`src/rtl/ocp_bridge_pkg.sv`:
```
package ocp_bridge_pkg;
  typedef enum logic [2:0] {
    BUS_IDLE = 3'b000,
    BUS_WR   = 3'b001,
    BUS_RD   = 3'b010
  } bus_cmd_e;

  typedef enum logic [1:0] {
    RSP_NONE = 2'b00,
    RSP_DVA  = 2'b01
  } bus_resp_e;

  // kind of work a decoded command asks for
  typedef enum logic [1:0] {
    K_WDATA = 2'b00,
    K_RDATA = 2'b01,
    K_RSTAT = 2'b10,
    K_WSTAT = 2'b11
  } req_kind_e;

  localparam int STAT_RES_AVAIL = 0;
  localparam int STAT_CMD_FULL  = 1;
  localparam int STAT_WR_HALF   = 2;
  localparam int STAT_RD_HALF   = 3;
endpackage

```
`src/rtl/bridge_addr_decode.sv`:
```
module bridge_addr_decode
  import ocp_bridge_pkg::*;
#(
  parameter int ADDR_W = 32,
  parameter logic [ADDR_W-1:0] BASE_ADDR = 32'hF000_0A00
) (
  input  logic [2:0]        cmd,
  input  logic [ADDR_W-1:0] addr,
  output logic              hit,
  output req_kind_e         kind
);
  localparam logic [ADDR_W-1:0] STAT_ADDR = BASE_ADDR + ADDR_W'(4);

  logic is_wr, is_rd, at_data, at_stat;

  always_comb begin
    is_wr   = (cmd == BUS_WR);
    is_rd   = (cmd == BUS_RD);
    at_data = (addr == BASE_ADDR);
    at_stat = (addr == STAT_ADDR);
    hit     = (is_wr || is_rd) && (at_data || at_stat);
    if (at_data) kind = is_wr ? K_WDATA : K_RDATA;
    else         kind = is_wr ? K_WSTAT : K_RSTAT;
  end
endmodule

```
`src/rtl/bridge_wr_gather.sv`:
```
module bridge_wr_gather #(
  parameter int BUS_W = 32
) (
  input  logic               clk,
  input  logic               rst_n,
  input  logic               act,
  input  logic [BUS_W-1:0]   wdata,
  input  logic               st_ready,
  output logic               done,
  output logic               st_valid,
  output logic [2*BUS_W-1:0] st_data,
  output logic               lo_held
);
  logic [BUS_W-1:0] lo_q;
  logic             half_q;

  always_comb begin
    st_valid = act && half_q;
    st_data  = {wdata, lo_q};
    done     = act && (!half_q || st_ready);
    lo_held  = half_q;
  end

  always_ff @(posedge clk) begin
    if (!rst_n) begin
      lo_q   <= '0;
      half_q <= 1'b0;
    end else if (done) begin
      if (!half_q) lo_q <= wdata;
      half_q <= !half_q;
    end
  end
endmodule

```
`src/rtl/bridge_rd_split.sv`:
```
module bridge_rd_split #(
  parameter int BUS_W = 32
) (
  input  logic               clk,
  input  logic               rst_n,
  input  logic               act,
  input  logic               src_valid,
  input  logic [2*BUS_W-1:0] src_data,
  output logic               done,
  output logic               src_ready,
  output logic [BUS_W-1:0]   word,
  output logic               hi_held
);
  logic [BUS_W-1:0] hi_q;
  logic             half_q;

  always_comb begin
    src_ready = act && !half_q && src_valid;
    done      = act && (half_q || src_valid);
    word      = half_q ? hi_q : src_data[BUS_W-1:0];
    hi_held   = half_q;
  end

  always_ff @(posedge clk) begin
    if (!rst_n) begin
      hi_q   <= '0;
      half_q <= 1'b0;
    end else if (done) begin
      if (!half_q) hi_q <= src_data[2*BUS_W-1:BUS_W];
      half_q <= !half_q;
    end
  end
endmodule

```
`src/rtl/ocp_stream_bridge.sv`:
```
module ocp_stream_bridge
  import ocp_bridge_pkg::*;
#(
  parameter int ADDR_W = 32,
  parameter int BUS_W  = 32,
  parameter logic [ADDR_W-1:0] BASE_ADDR = 32'hF000_0A00
) (
  input  logic               clk,
  input  logic               rst_n,
  input  logic [2:0]         bus_cmd,
  input  logic [ADDR_W-1:0]  bus_addr,
  input  logic [BUS_W-1:0]   bus_wdata,
  output logic [1:0]         bus_resp,
  output logic [BUS_W-1:0]   bus_rdata,
  output logic               cmd_valid,
  input  logic               cmd_ready,
  output logic [2*BUS_W-1:0] cmd_data,
  input  logic               res_valid,
  output logic               res_ready,
  input  logic [2*BUS_W-1:0] res_data
);
  localparam int WIDE_W = 2 * BUS_W;

  logic             live_hit;
  req_kind_e        live_kind;
  logic             pend_q;
  req_kind_e        pend_kind_q;
  logic [BUS_W-1:0] pend_wdata_q;

  logic             act_valid;
  req_kind_e        act_kind;
  logic [BUS_W-1:0] act_wdata;
  logic             wr_done, wr_lo_held;
  logic             rd_done, rd_hi_held;
  logic [BUS_W-1:0] rd_word, stat_word, rsp_word;
  logic             complete;
  bus_resp_e        resp_q;
  logic [BUS_W-1:0] rdata_q;

  bridge_addr_decode #(.ADDR_W(ADDR_W), .BASE_ADDR(BASE_ADDR)) u_dec (
    .cmd  (bus_cmd),
    .addr (bus_addr),
    .hit  (live_hit),
    .kind (live_kind)
  );

  // a held command has priority; a new one is taken only when idle
  always_comb begin
    act_valid = pend_q || live_hit;
    act_kind  = pend_q ? pend_kind_q  : live_kind;
    act_wdata = pend_q ? pend_wdata_q : bus_wdata;
  end

  bridge_wr_gather #(.BUS_W(BUS_W)) u_wr (
    .clk      (clk),
    .rst_n    (rst_n),
    .act      (act_valid && act_kind == K_WDATA),
    .wdata    (act_wdata),
    .st_ready (cmd_ready),
    .done     (wr_done),
    .st_valid (cmd_valid),
    .st_data  (cmd_data),
    .lo_held  (wr_lo_held)
  );

  bridge_rd_split #(.BUS_W(BUS_W)) u_rd (
    .clk       (clk),
    .rst_n     (rst_n),
    .act       (act_valid && act_kind == K_RDATA),
    .src_valid (res_valid),
    .src_data  (res_data),
    .done      (rd_done),
    .src_ready (res_ready),
    .word      (rd_word),
    .hi_held   (rd_hi_held)
  );

  always_comb begin
    stat_word                 = '0;
    stat_word[STAT_RES_AVAIL] = res_valid;
    stat_word[STAT_CMD_FULL]  = !cmd_ready;
    stat_word[STAT_WR_HALF]   = wr_lo_held;
    stat_word[STAT_RD_HALF]   = rd_hi_held;
  end

  always_comb begin
    case (act_kind)
      K_WDATA: complete = act_valid && wr_done;
      K_RDATA: complete = act_valid && rd_done;
      default: complete = act_valid;
    endcase
    case (act_kind)
      K_RDATA: rsp_word = rd_word;
      K_RSTAT: rsp_word = stat_word;
      default: rsp_word = '0;
    endcase
  end

  always_ff @(posedge clk) begin
    if (!rst_n) begin
      pend_q       <= 1'b0;
      pend_kind_q  <= K_WDATA;
      pend_wdata_q <= '0;
      resp_q       <= RSP_NONE;
      rdata_q      <= '0;
    end else begin
      resp_q  <= complete ? RSP_DVA : RSP_NONE;
      rdata_q <= complete ? rsp_word : '0;
      if (act_valid && !complete) begin
        pend_q       <= 1'b1;
        pend_kind_q  <= act_kind;
        pend_wdata_q <= act_wdata;
      end else begin
        pend_q <= 1'b0;
      end
    end
  end

  assign bus_resp  = resp_q;
  assign bus_rdata = rdata_q;

  logic unused_w;
  assign unused_w = (WIDE_W == 0);
endmodule

```
`config.mk`:
```
export PLATFORM = sky130hd
export DESIGN_NAME = ocp_stream_bridge
export DESIGN_NICKNAME = d
export VERILOG_FILES = /design/src/rtl/ocp_bridge_pkg.sv /design/src/rtl/bridge_addr_decode.sv /design/src/rtl/bridge_wr_gather.sv /design/src/rtl/bridge_rd_split.sv /design/src/rtl/ocp_stream_bridge.sv
export SDC_FILE = /design/constraint.sdc
export NUM_CORES = 1
export LEC_CHECK = 0
export BUFFER_PORTS_ARGS = -buffer_cell sky130_fd_sc_hd__buf_2
export CORE_MARGIN = 2
export CORE_UTILIZATION = 35
export DETAILED_ROUTE_END_ITERATION = 8
export PLACE_DENSITY = 0.68
export SLEW_MARGIN = 10
export SYNTH_ARGS = -nofsm -noshare
export SYNTH_HDL_FRONTEND = slang
export SYNTH_HIERARCHICAL = 1
export SYNTH_SLANG_ARGS = --single-unit
```
`constraint.sdc`:
```
create_clock -name clk -period 3.7 [get_ports clk]
set_input_delay 0.74 -clock clk [delete_from_list [all_inputs] [get_ports clk]]
set_output_delay 0.74 -clock clk [all_outputs]
set_load 0.01 [all_outputs]
```
Word level (Yosys, flattened, before mapping)
Cells that the tools add are included.
Operators by class
  $add $sub $neg: 0
  $mul: 0
  div/mod/pow operators: 0
  magnitude comparators: 0
  equality and inequality tests: 6
  shift operators: 0
  multiplexer cells: 10
  bitwise operators: 2
  reductions and logical operators: 24
Operator list (count)
  $eq A32 B32 Y1 const B: 2
  $mux W32: 2
  $pmux W32 S2: 1
  $logic_and A1 B1 Y1: 11
  $reduce_and A2 Y1: 3
  $logic_or A1 B1 Y1: 5
  $logic_not A1 Y1: 4
  $mux W1: 4
  $mux W2: 2
  $eq A3 B1 Y1 const B: 1
  $eq A3 B2 Y1 const B: 1
  $eq A2 B1 Y1 const B: 1
  $eq A2 B2 Y1 const B: 1
  $logic_not A2 Y1: 1
  $not A1 Y1: 2
  $pmux W1 S2: 1
Storage, ports and cells
  register bits after elaboration: 135
  bits in latches: 0
  memory bits (writable): 0
  bits in read-only memories: 0
  input bits: 135
  output and inout port bits: 100
  logic and storage cells: 51
  memories kept: 0

Depth between registers and ports, before layout
  word-level depth: 12
  gate-level depth with buffers: 15
  depth with buffers taken out: 12

By module
The synthesis kept the hierarchy.
By module, submodules not included
  ocp_stream_bridge: times used 1, cells each 291, area an instance 2857.7 µm², seq. area each 1361.3 µm²
  bridge_rd_split: times used 1, cells each 180, area an instance 1717.9 µm², seq. area each 660.6 µm²
  bridge_wr_gather: times used 1, cells each 178, area an instance 1611.5 µm², seq. area each 660.6 µm²
  bridge_addr_decode: times used 1, cells each 17, area an instance 178.9 µm², seq. area each 0.0 µm²

Worst setup path before layout
No wires, ideal clock.
  path kind: input to output
  start point: input port bus_addr[4]
  end point: output port res_ready
  data arrival time: 2.658 ns
  data required time: 2.960 ns
  setup slack: 0.302 ns
  cell stages on the path: 11
  path buffers: 2
  cells stage by stage: nor4_2 -> nand4_2 -> nor4_4 -> inv_1 -> mux2_2 -> inv_1 -> ha_1 -> o21a_1 -> and3b_1 -> buf_6 -> buf_8
Between the ends
  longest elaborated chain between the ends: 7
  elaborated cells between the ends (all ways): 11
  classes of those cells: eq/ne: 3; mux: 2; reduce/logical: 6
Ends and longest elaborated chain
  start, declared: line ocp_stream_bridge.sv:11  | input logic [ADDR_W-1:0] bus_addr,
  $eq A32 B32 Y1: line bridge_addr_decode.sv:19  | at_data = (addr == BASE_ADDR);
  $mux W2: line bridge_addr_decode.sv:22  | if (at_data) kind = is_wr ? K_WDATA : K_RDATA;
  named net live_kind[1]: line ocp_stream_bridge.sv:25  | req_kind_e live_kind;
  $mux W2: line ocp_stream_bridge.sv:50  | act_kind = pend_q ? pend_kind_q : live_kind;
  named net act_kind[1]: line ocp_stream_bridge.sv:31  | req_kind_e act_kind;
  $eq A2 B1 Y1: line ocp_stream_bridge.sv:69  | .act (act_valid && act_kind == K_RDATA),
  $logic_and A1 B1 Y1: line ocp_stream_bridge.sv:69
  $logic_and A1 B1 Y1 (2 in a row): line bridge_rd_split.sv:18  | src_ready = act && !half_q && src_valid;
  end, declared: line ocp_stream_bridge.sv:19  | output logic res_ready,
The timed path passes the listed nets, and every way through them passes these cells.

Worst setup path after layout
  start point: input port bus_addr[3]
  end point: output port res_ready
The elaborated chain is that of the path after synthesis.

==> out/qor.csv <==
metric,value,unit
status,"complete, no violations",
min_to,pend_wdata_q[8]$_SDFFE_PN0P_,
post-route-period-util,97.26,%
path_cells,buf_2 -> nor4b_4 -> nand4_2 -> nor4_4 -> xor2_1 -> mux2_4 -> ha_4 -> o21a_1 -> and3b_2 -> buf_4,
portBuffers,233,
coreArea,17900,sq um
synth-seq-cells,134,
post-synth-top-count-cell,nand2_1,
initial_core_util,35.56,%
cp-end-kind,output pin,
synth_edf_count,0,
cts_tree,built,
final_nets,992,
comb_power_share,6.0,%
timing.clock.skew,0.01105,ns
setup_viol,0,
hold_class,reg2reg,
whs,0.4444,ns
grt.overflow.total,0,
crit_required,2.96,ns
ff2ff_setup_slack,1.17,ns
cap_viol_max_count,0,
clockBufferDepth,2,
critPathArrivalTime,2.86,ns
dp_hpwl,11480,um
synthFlopType,dfxtp_1,
synth_nets,805,
syn-instance-count,666,
drt_iter0_markers,188,
yosysUniqueCellTypes,45,
drt_pass1_iterations,4,
cp_slowest_cell,nor4b_4,
path_max_fanout,4,
die_y,138.9,um
wire_per_inst,15.32,um
die_x,138.9,um
total_power,3.520,mW
row_count,49,
r2r_cells,10,
r2r-start,pend_q$_SDFF_PN0_,
setup_ws,0.1013,ns
startpoint_type,input port,
vias_per_cell,4.781,
cts_root_buf,clkbuf_16,
grt_pass1_vias,5059,
crit_type,in2out,
drc,0,
p_int,2.753,mW
antenna_found_initial,3,
worstHoldStart,pend_wdata_q[8]$_SDFFE_PN0P_,
grt_max_degree,133,
clockPowerShare,53.0,%
fp.dieArea,19280,sq um
grt_first_pass_wirelength,26250,um
max_slew_margin,60.40,%
power_frac_seq,41.0,%
total_leakage_power,3.579,nW
whs_path_depth,2,
routed_wl,16800,um
clk_pin_slew,0.06,ns
fmax,0.2779,GHz
gr-usage-all-layers,17.17,%
ir_drop,0.0003088,V
yosys-top-cells-count,"164 x nand2_1, 134 x dfxtp_1, 65 x mux2i_1, 62 x mux2_2, 38 x buf_4",
yosysTopAreaCell,dfxtp_1,
drv_slew,0,
dpl.cell_count,1060,
insertion_delay,0.42,ns
critPathMaxStageDelay,0.36,ns
power_switching_share,21.78,%
power.density,433.2,nW/um^2
final_antenna_net_count,0,
pre_cts_ws,-0.07415,ns
fillers,1752,
yosysTopAreaCellShare,42.14,%
yosysSeqAreaShare,42.14,%
fin_crit,3.599,ns
areaGrowthSynthToFinish,27.63,%
yosys_warnings,6,
routed-via-count,5245,
routabilityCongestion,0.7679,
tightest_slew,0.5940,ns
synth_area_leaders,"dfxtp_1 42%, mux2_2 11%, mux2i_1 10%",
netlist_area,6366,sq um
ctsHtreeMaxLevel,4,
drive_gt1_share,43.76,%
p_switching,0.7666,mW
cts.sink_count,134,
hold_violations,0,
cts_buffers,17,
async_flop_share,0,%
final_cells,1097,
rr_endpoint,bus_rdata[0]$_SDFF_PN0_,
synth.avg_cell_area,9.559,sq um
num_io_pins,235,
[critical path: cells and delay by family]
kind | cells | cell delay [ns]
AND/OR/NAND/NOR | 4 | 1.11
AO/OA/AOI/OAI | 1 | 0.11
multiplexers | 1 | 0.33
adder cells (fa/ha/maj) | 1 | 0.17
buffers and inverters | 2 | 0.26
XOR/XNOR | 1 | 0.12
[routing by layer]
layer / GRT usage [%] / routed length (um)
met2: 28.10 / 8029
met3: 5.352 / 883
met5: 0 / 13
met1: 21.27 / 7579
met4: 6.486 / 295
[cell usage in the layout (no fill, tap or decap), types with 2 or more instances in the layout]
master	Yosys	routed
buf_2	16	230
nand2_1	164	164
dfxtp_1	134	132
mux2i_1	65	64
mux2_2	62	61
nand4_1	35	35
and3_1	28	28
o21ai_1	25	25
buf_4	38	22
clkbuf_16	0	17
o21ai_2	10	10
nor2_1	5	5
mux2_1	4	4
o21a_1	4	4
inv_1	6	4
a22oi_1	4	4
bufinv_16	0	4
clkbuf_8	0	4
buf_12	3	4
nor4_4	2	3
diode_2	0	2
inv_2	0	2
ha_4	0	2
ha_1	4	2
inv_6	0	2
clkinvlp_4	0	2
dfxtp_2	0	2
nor4_1	2	2
nor3b_1	2	2
[per-stage QoR]
| step | instance area [sq um] | TNS, ns | util (%) |
|---|---|---|---|
| floorplan | 6366 | 0 | - |
| global placement | 7403 | 0 | 41.35 |
| detailed placement | 7403 | -2.395 | 41.35 |
| CTS | 8054 | 0 | 44.99 |
| global route | 8125 | -0.005639 | 45.39 |
| finish | 8125 | 0 | 45.39 |
[power groups by stage]
stage | logic [mW] | clock network, mW | registers, mW
finish | 0.212 | 1.87 | 1.44
global route | 0.235 | 1.98 | 1.44
CTS | 0.211 | 1.91 | 1.44
detailed placement | 0.210 | 0 | 1.47
global placement | 0.207 | 0 | 1.47
floorplan | 0.128 | 0 | 1.47
[registers in the layout, indices dropped and copies added, names as in the netlist, 2 cells and up]
name / count
pend_kind_q: 2
u_rd/hi_q: 32
pend_wdata_q: 32
bus_rdata: 32
u_wr/lo_q: 32
[how the worst max path moves through the flow]
stage / from / to / cells after the start / slack [ns]
3_3_place_gp: bus_addr[4] / bus_rdata[0]$_SDFF_PN0_ / 14 / 0.05
4_1_cts: bus_addr[4] / res_ready / 10 / 0.007
6_report: bus_addr[3] / res_ready / 10 / 0.10
2_1_floorplan: bus_addr[4] / res_ready / 11 / 0.30
3_5_place_dp: bus_addr[4] / bus_rdata[0]$_SDFF_PN0_ / 14 / -0.07
5_1_grt: bus_addr[3] / res_ready / 10 / -0.006
[cells by family after synthesis]
group           count (synthesis)  synth area share, %
simple gates                  250                19.24
flops                         134                42.14
mux                           131                21.89
buf+inv                        95                10.51
compound gates                 49                5.090
fa+ha+maj                       4               0.7862
xor+xnor                        2               0.2752
other cells                     1              0.05891
[layout make-up]
cell class                      instances  area, sq um  area share, %
Antenna cell                            2        5.005        0.06160
Clock buffer                           22        484.2          5.959
Clock inverter                         10        166.4          2.048
Inverter                                6        22.52         0.2772
Multi-Input combinational cell        437         3068          37.76
Sequential cell                       134         2685          33.05
Tap cell                              229        286.5          3.526
Timing Repair Buffer                  257         1408          17.32
[timing repair]
item	in CTS	in global routing
gates resized for setup	0	11
hold buffers	0	0
buffers inserted	0	3
setup endpoints to repair	0	2
Power figures use the tool's default switching activity.
